`src/rtl/gpr_pkg.sv`:
```
package gpr_pkg;
  localparam int unsigned DEF_NREGS = 32;
  localparam int unsigned DEF_XLEN  = 32;
  localparam int unsigned NREAD     = 2;

  // source of a read port's value in the current cycle
  typedef enum logic [0:0] {
    SRC_ARRAY  = 1'b0,
    SRC_BYPASS = 1'b1
  } rd_src_e;
endpackage

```
`src/rtl/gpr_store.sv`:
```
module gpr_store #(
  parameter int unsigned NREGS = gpr_pkg::DEF_NREGS,
  parameter int unsigned XLEN  = gpr_pkg::DEF_XLEN,
  localparam int unsigned AW   = $clog2(NREGS)
) (
  input  logic            clk,
  input  logic            rst,
  input  logic            wr_en,
  input  logic [AW-1:0]   wr_sel,
  input  logic [XLEN-1:0] wr_val,
  output logic [XLEN-1:0] regs_q [NREGS]
);
  // index 0 has no storage; it is tied to zero
  assign regs_q[0] = '0;

  for (genvar i = 1; i < NREGS; i++) begin : g_cell
    logic [XLEN-1:0] cell_q;
    logic            hit;
    assign hit = wr_en && (int'(wr_sel) == i);
    always_ff @(posedge clk) begin
      if (rst)      cell_q <= '0;
      else if (hit) cell_q <= wr_val;
    end
    assign regs_q[i] = cell_q;
  end
endmodule

```
`src/rtl/gpr_read_port.sv`:
```
module gpr_read_port #(
  parameter int unsigned NREGS = gpr_pkg::DEF_NREGS,
  parameter int unsigned XLEN  = gpr_pkg::DEF_XLEN,
  localparam int unsigned AW   = $clog2(NREGS)
) (
  input  logic [XLEN-1:0] regs_q [NREGS],
  input  logic            wr_en,
  input  logic [AW-1:0]   wr_sel,
  input  logic [XLEN-1:0] wr_val,
  input  logic [AW-1:0]   rd_sel,
  output logic [XLEN-1:0] rd_val
);
  import gpr_pkg::*;

  rd_src_e         src;
  logic [XLEN-1:0] arr_val;

  always_comb begin
    src = SRC_ARRAY;
    if (wr_en && (wr_sel == rd_sel) && (rd_sel != '0)) src = SRC_BYPASS;
  end

  always_comb begin
    arr_val = '0;
    if (int'(rd_sel) < NREGS) arr_val = regs_q[rd_sel];
  end

  assign rd_val = (src == SRC_BYPASS) ? wr_val : arr_val;
endmodule

```
`src/rtl/gpr_bank.sv`:
```
module gpr_bank #(
  parameter int unsigned NREGS = gpr_pkg::DEF_NREGS,
  parameter int unsigned XLEN  = gpr_pkg::DEF_XLEN,
  localparam int unsigned AW   = $clog2(NREGS)
) (
  input  logic            clk,
  input  logic            rst,
  input  logic            wr_en,
  input  logic [AW-1:0]   wr_sel,
  input  logic [XLEN-1:0] wr_val,
  input  logic [AW-1:0]   rd_sel_a,
  output logic [XLEN-1:0] rd_val_a,
  input  logic [AW-1:0]   rd_sel_b,
  output logic [XLEN-1:0] rd_val_b
);
  import gpr_pkg::*;

  logic [XLEN-1:0] regs_q [NREGS];
  logic [AW-1:0]   sel_v  [NREAD];
  logic [XLEN-1:0] val_v  [NREAD];

  gpr_store #(.NREGS(NREGS), .XLEN(XLEN)) u_store (
    .clk(clk), .rst(rst), .wr_en(wr_en), .wr_sel(wr_sel),
    .wr_val(wr_val), .regs_q(regs_q)
  );

  assign sel_v[0] = rd_sel_a;
  assign sel_v[1] = rd_sel_b;

  for (genvar p = 0; p < NREAD; p++) begin : g_port
    gpr_read_port #(.NREGS(NREGS), .XLEN(XLEN)) u_port (
      .regs_q(regs_q), .wr_en(wr_en), .wr_sel(wr_sel), .wr_val(wr_val),
      .rd_sel(sel_v[p]), .rd_val(val_v[p])
    );
  end

  assign rd_val_a = val_v[0];
  assign rd_val_b = val_v[1];


  fwd_a_chk: assert property (@(posedge clk) disable iff (rst)
    (wr_en && wr_sel == rd_sel_a && rd_sel_a != '0) |-> rd_val_a == wr_val);

  fwd_b_chk: assert property (@(posedge clk) disable iff (rst)
    (wr_en && wr_sel == rd_sel_b && rd_sel_b != '0) |-> rd_val_b == wr_val);

  zero_a_chk: assert property (@(posedge clk) disable iff (rst)
    (rd_sel_a == '0) |-> rd_val_a == '0);

  zero_b_chk: assert property (@(posedge clk) disable iff (rst)
    (rd_sel_b == '0) |-> rd_val_b == '0);

  stored_a_chk: assert property (@(posedge clk) disable iff (rst)
    ($past(wr_en) && !$past(rst) && $past(wr_sel) != '0 && !wr_en &&
     rd_sel_a == $past(wr_sel)) |-> rd_val_a == $past(wr_val));

  hold_b_chk: assert property (@(posedge clk) disable iff (rst)
    (!$past(wr_en) && !$past(rst) && !wr_en && $stable(rd_sel_b))
    |-> $stable(rd_val_b));
endmodule

```
`config.mk`:
```
export PLATFORM = sky130hd
export DESIGN_NAME = gpr_bank
export DESIGN_NICKNAME = d
export VERILOG_FILES = /design/src/rtl/gpr_pkg.sv /design/src/rtl/gpr_store.sv /design/src/rtl/gpr_read_port.sv /design/src/rtl/gpr_bank.sv
export SDC_FILE = /design/constraint.sdc
export NUM_CORES = 2
export LEC_CHECK = 0
export BUFFER_PORTS_ARGS = -buffer_cell sky130_fd_sc_hd__buf_2
export CAP_MARGIN = 5
export CELL_PAD_IN_SITES_DETAIL_PLACEMENT = 0
export CELL_PAD_IN_SITES_GLOBAL_PLACEMENT = 1
export CORE_MARGIN = 3
export CORE_UTILIZATION = 52
export DETAILED_ROUTE_END_ITERATION = 12
export GPL_TIMING_DRIVEN = 0
export PLACE_DENSITY_LB_ADDON = 0.1
export SKIP_LAST_GASP = 1
export SYNTH_ARGS = -nofsm -noshare
export SYNTH_HDL_FRONTEND = slang
export SYNTH_SLANG_ARGS = --single-unit
```
`constraint.sdc`:
```
create_clock -name clk -period 5.1 [get_ports clk]
set_input_delay 0.765 -clock clk [delete_from_list [all_inputs] [get_ports clk]]
set_output_delay 0.765 -clock clk [all_outputs]
set_load 0.01 [all_outputs]
```
## Word level (Yosys, flattened, before mapping)

Index checks and enable logic that the tools add are counted.

| storage, ports and cells | value |
|---|---|
| flip-flop bits (word level) | 992 |
| bits of input ports | 50 |
| output and inout bits | 64 |
| logic and storage cells | 115 |

| operators by class | value |
|---|---|
| $lt $le $gt $ge | 2 |
| equal/unequal tests | 33 |
| muxes and demuxes | 10 |
| bitwise logic cells | 2 |
| reduce and logical (&&, ||, !) cells | 37 |

Operator list:

| operator | number |
|---|---|
| $bmux 32 s5 | 2 |
| $mux 32 | 6 |
| $eq 5x5->1 const B | 16 |
| $eq 5x4->1 const B | 8 |
| $logic_and 1x1->1 | 35 |
| $eq 5x3->1 const B | 4 |
| $ge 6x6->1 const B | 2 |
| $not 5->6 | 2 |
| $eq 5x2->1 const B | 2 |
| $eq 5x5->1 | 2 |
| $reduce_bool 5->1 | 2 |
| $eq 5x1->1 const B | 1 |
| $mux 1 | 2 |

## Depth between registers and ports, before layout

| depth | value |
|---|---|
| word-level depth | 5 |
| depth in mapped cells | 9 |
| gate-level depth less buffers | 5 |

## By module

Synthesis repeated with hierarchy kept, for this count alone.

| unflattened totals | value |
|---|---|
| cell total of the unflattened synthesis | 4936 |
| area total of the unflattened synthesis | 56332.8 um^2 |

By module, submodules not included:

| module | times used | cells each | area an instance (um^2) |
|---|---|---|---|
| gpr_store | 1 | 3398 | 38493.2 |
| gpr_read_port | 2 | 769 | 8919.8 |

## Least setup slack after synthesis

OpenSTA, ideal clock, no wires.

| path | value |
|---|---|
| path kind | input to output |
| from | in rd_sel_b[1] |
| to | out rd_val_b[21] |
| arrival time | 2.254 ns |
| required time | 4.335 ns |
| setup slack | 2.081 ns |
| stages on the path | 9 |
| buffers on the path | 5 |
| cell sequence | buf_6 -> buf_8 -> buf_12 -> buf_12 -> buf_12 -> mux2i_1 -> a221oi_2 -> o221ai_1 -> a211oi_1 |

| on the way | value |
|---|---|
| cells in the longest elaborated chain, start to end | 5 |
| elaborated cells between the ends (all ways) | 10 |
| classes of those cells | eq/ne (1); mux (5); bitwise (1); reduce/logical (3) |

RTL lines:

| item | line | RTL |
|---|---|---|
| start, declared | gpr_bank.sv:13 | `input logic [AW-1:0] rd_sel_b,` |
| $not 5->6 (implied by the code) / $eq 5x5->1 (equally long branches) | gpr_read_port.sv:25, gpr_read_port.sv:20 |  |
| $bmux 32 s5 / $logic_and 1x1->1 (equally long branches) | gpr_read_port.sv:25, gpr_read_port.sv:20 |  |
| $mux 32 (implied by the code) / $logic_and 1x1->1 (equally long branches) | gpr_read_port.sv:25, gpr_read_port.sv:20 |  |
| $mux 32 (implied by the code) / $mux 1 (equally long branches) | gpr_read_port.sv:25, gpr_read_port.sv:20 |  |
| $mux 32 (*) | gpr_read_port.sv:28 | `assign rd_val = (src == SRC_BYPASS) ? wr_val : arr_val;` |
| end, declared | gpr_bank.sv:14 | `output logic [XLEN-1:0] rd_val_b` |

Mark *: on every way between the ends. The rest lies on a longest branch, timed or not. The select of a mux whose other input is x is not followed.

## Worst setup path in the final report

| path | value |
|---|---|
| from | in rd_sel_b[3] |
| to | out rd_val_b[2] |

Same word-level chain as after synthesis.

==> run summary <==
outcome: finished with violations
violated checks: capacitance limit, slew limit, setup timing
clk sinks: 992
Post-layout nets: 6417
number of library cell types mapped by synthesis: 46
vias in the first global route: 46800
Rows: 115
RD Place Congestion: 1.05
delay-heaviest family, CP: simple AND/OR/NAND/NOR gates
antenna violations before repair: 17
Worst-path clk slew: 0.06 ns
largest net degree at the start of global routing: 16
synth cell count leaders: 2086 x nand2_1, 995 x a21oi_1, 992 x dfxtp_1
sw frac: 0.277
Min Hold Slack: 0.371 ns
hold buffer count at CTS: 0
asr flop ratio synth: 0
GRT Overall Usage: 0.439
Clk Tree Root Cell: clkbuf_16
routed length per instance: 30.0 um
register area share after synthesis: 0.384
top flop regs: u_store.g_cell.cell_q: 992 flops
final worst setup slack: -0.149 ns
post-route ant nets: 0
Max Clock Skew: 0 ns
Max-Cap Viols: 2
multi-input logic area: 28700 um2
net switching power: 5180 uW
Min Clock Period, post-route: 5.25 ns
max FFs per register: 992
Internal: 13500 uW
Die ar.: 103000 um2
most common cell in the netlist: nand2_1
Worst Path Arrival: 4.48 ns
FILL cells: 9318
kind of critical path: primary input to primary output
CTS buffer count: 111
P_leak: 0.0196 uW
DR iter-0 viols: 7393
clk_lat worst skew: 0.73 ns
VDD IR-drop max: 0.264 mV
most area-hungry cell type in the Yosys netlist: dfxtp_1
DP HPWL: 182 mm
PortBufs: 71
ys flop type: dfxtp_1
Syn Area/Cell: 8.37 um2
Detailed Route WL: 233 mm
Largest Register: u_store.g_cell.cell_q
Syn Nets: 6230
post-synthesis cell area: 51700 um2
Vias: 50000
crit end category: primary output
Pwr Total: 18700 uW
sequential power share: 0.421
Final setup viols: 9
worst min path class: primary input to flop
Overflow after GRT: 0
DP Cell Count: 7541
clock power share: 0.465
Post-synth EDFFs: 0
worst-path cell chain: buf_2 > buf_4 > buf_4 > nor2b_1 > clkbuf_1 > nand2_1 > o2111a_1 > nor3_1 > a211oi_1 > buf_2
CP max-delay cell: nor2b_1
register bit total from synthesis: 992
chip height: 321 um
P per Cell Area: 323 nW/um2
Worst Setup Start Kind: primary input
main area contributors after synthesis: dfxtp_1 38%, nand2_1 15%, mux4_2 11%, a21oi_1 9.6%, mux2i_1 7.9%
worst path bufs/invs: 5
yosys warns: 0
Area Overhead vs Synth: 11.5%
Post-Syn Instances: 6180
Worst Path Max Fanout: 10
first-pass GRT wire length: 328 mm
TritonCTS clock tree: done
relative slew slack: -0.108
Bufs on Longest Clock Path: 3
vias per inst: 6.44
layout cells sized above 1: 0.134
Initial Util: 0.525
Final Hold Viols: 0
Post-route DRC: 0
Die X: 321 um
Post-Place Worst Slack: 0.224 ns
H-tree depth: 3
fmax: 191 MHz
core area: 98600 um2
worst slew pin tran: 1.66 ns
IO Pins: 114
drt first pass iters: 8
Logic pwr share: 0.114
RSZ-0062 raised after global routing: no
post-synth top area share: 0.384
final worst-path cycle share: 1.03
Critical Path Max Stage Delay: 1.00 ns
Worst EP required: 4.34 ns
register area: 19900 um2
Layout Cells excl Fill: 7770
Slew Limit Fails: 12
==> metal layers <==
metal / GRT usage / up-vias / routed length, um
met3: 0.143 / 680 / 29000
met1: 0.548 / 24100 / 87000
li1: - / 22000 / -
met2: 0.653 / 3194 / 100000
met5: 0.0130 / - / 331
met4: 0.281 / 12 / 16800
==> what timing repair did <==
action	in CTS	in global routing
buffers inserted	0	0
endpoints found under the setup margin	0	3
gates resized for setup	0	3
endpoints found under the hold margin	0	0
==> worst min-delay path, stage by stage <==
cell	delay, ns
clkbuf_1	0.16
nand2_1	0.10
a21oi_1	0.05
==> area by class of cell <==
class | count | share of cell area
antenna | 23 | 0.000998
multi-input combinational | 4516 | 0.497
clock inverter | 45 | 0.0111
inverter | 1 | 0.0000651
tap | 1287 | 0.0279
timing repair buffer | 74 | 0.00674
sequential | 992 | 0.344
clock buffer | 161 | 0.0561
buffer | 671 | 0.0558
==> metrics by stage <==
step / TNS, ns / area, um2 / util
floorplan: 0 / 51700 / -
global placement: 0 / 53700 / 0.545
detailed placement: 0 / 53800 / 0.545
CTS: 0 / 57600 / 0.585
global route: 0 / 57600 / 0.585
finish: -0.772 / 57700 / 0.585
==> layout by cell type, fill, tap and decap left out, drive strengths merged, types with 4 or more instances in the layout <==
cell type,n
nand2,2086
a21oi,995
dfxtp,992
clkbuf,616
mux2i,407
buf,290
mux4,261
a221oi,157
nor2,102
mux2,64
a211oi,64
a22oi,63
o221ai,62
o21ai,57
nor3,43
nand3,38
and4,32
o2111a,32
clkinv,24
diode,23
bufinv,14
nor2b,11
nand2b,9
o211ai,7
inv,7
xor2,6
or2,4
==> path summary, 6_finish.rpt <==
kind	start	endpoint	slack (ns)	depth (start not counted)
max	rd_sel_b[3]	rd_val_b[2]	-0.15	10
min	wr_val[31]	u_store.g_cell[29].cell_q[31]$_SDFFE_PP0P_	0.37	3
max reg2reg	u_store.g_cell[1].cell_q[20]$_SDFFE_PP0P_	u_store.g_cell[1].cell_q[20]$_SDFFE_PP0P_	4.31	2
min reg2reg	u_store.g_cell[3].cell_q[11]$_SDFFE_PP0P_	u_store.g_cell[3].cell_q[11]$_SDFFE_PP0P_	0.46	2
==> power groups by stage <==
stage / Clock (uW) / Combinational, uW / Sequential (uW)
floorplan: 0 / 1130 / 8010
global placement: 0 / 2010 / 8020
detailed placement: 0 / 2010 / 8020
CTS: 8660 / 2020 / 7850
global route: 9000 / 2140 / 7850
finish: 8680 / 2130 / 7850
==> kinds of logic after synthesis <==
| kind of cell | after synthesis | share of synthesized area |
|---|---|---|
| xor+xnor | 8 | 0.00135 |
| buf+inv | 672 | 0.0622 |
| flops | 992 | 0.384 |
| simple gates | 2337 | 0.177 |
| mux | 732 | 0.206 |
| compound gates | 1439 | 0.170 |
No activity file was read; power rests on OpenSTA's default activity.
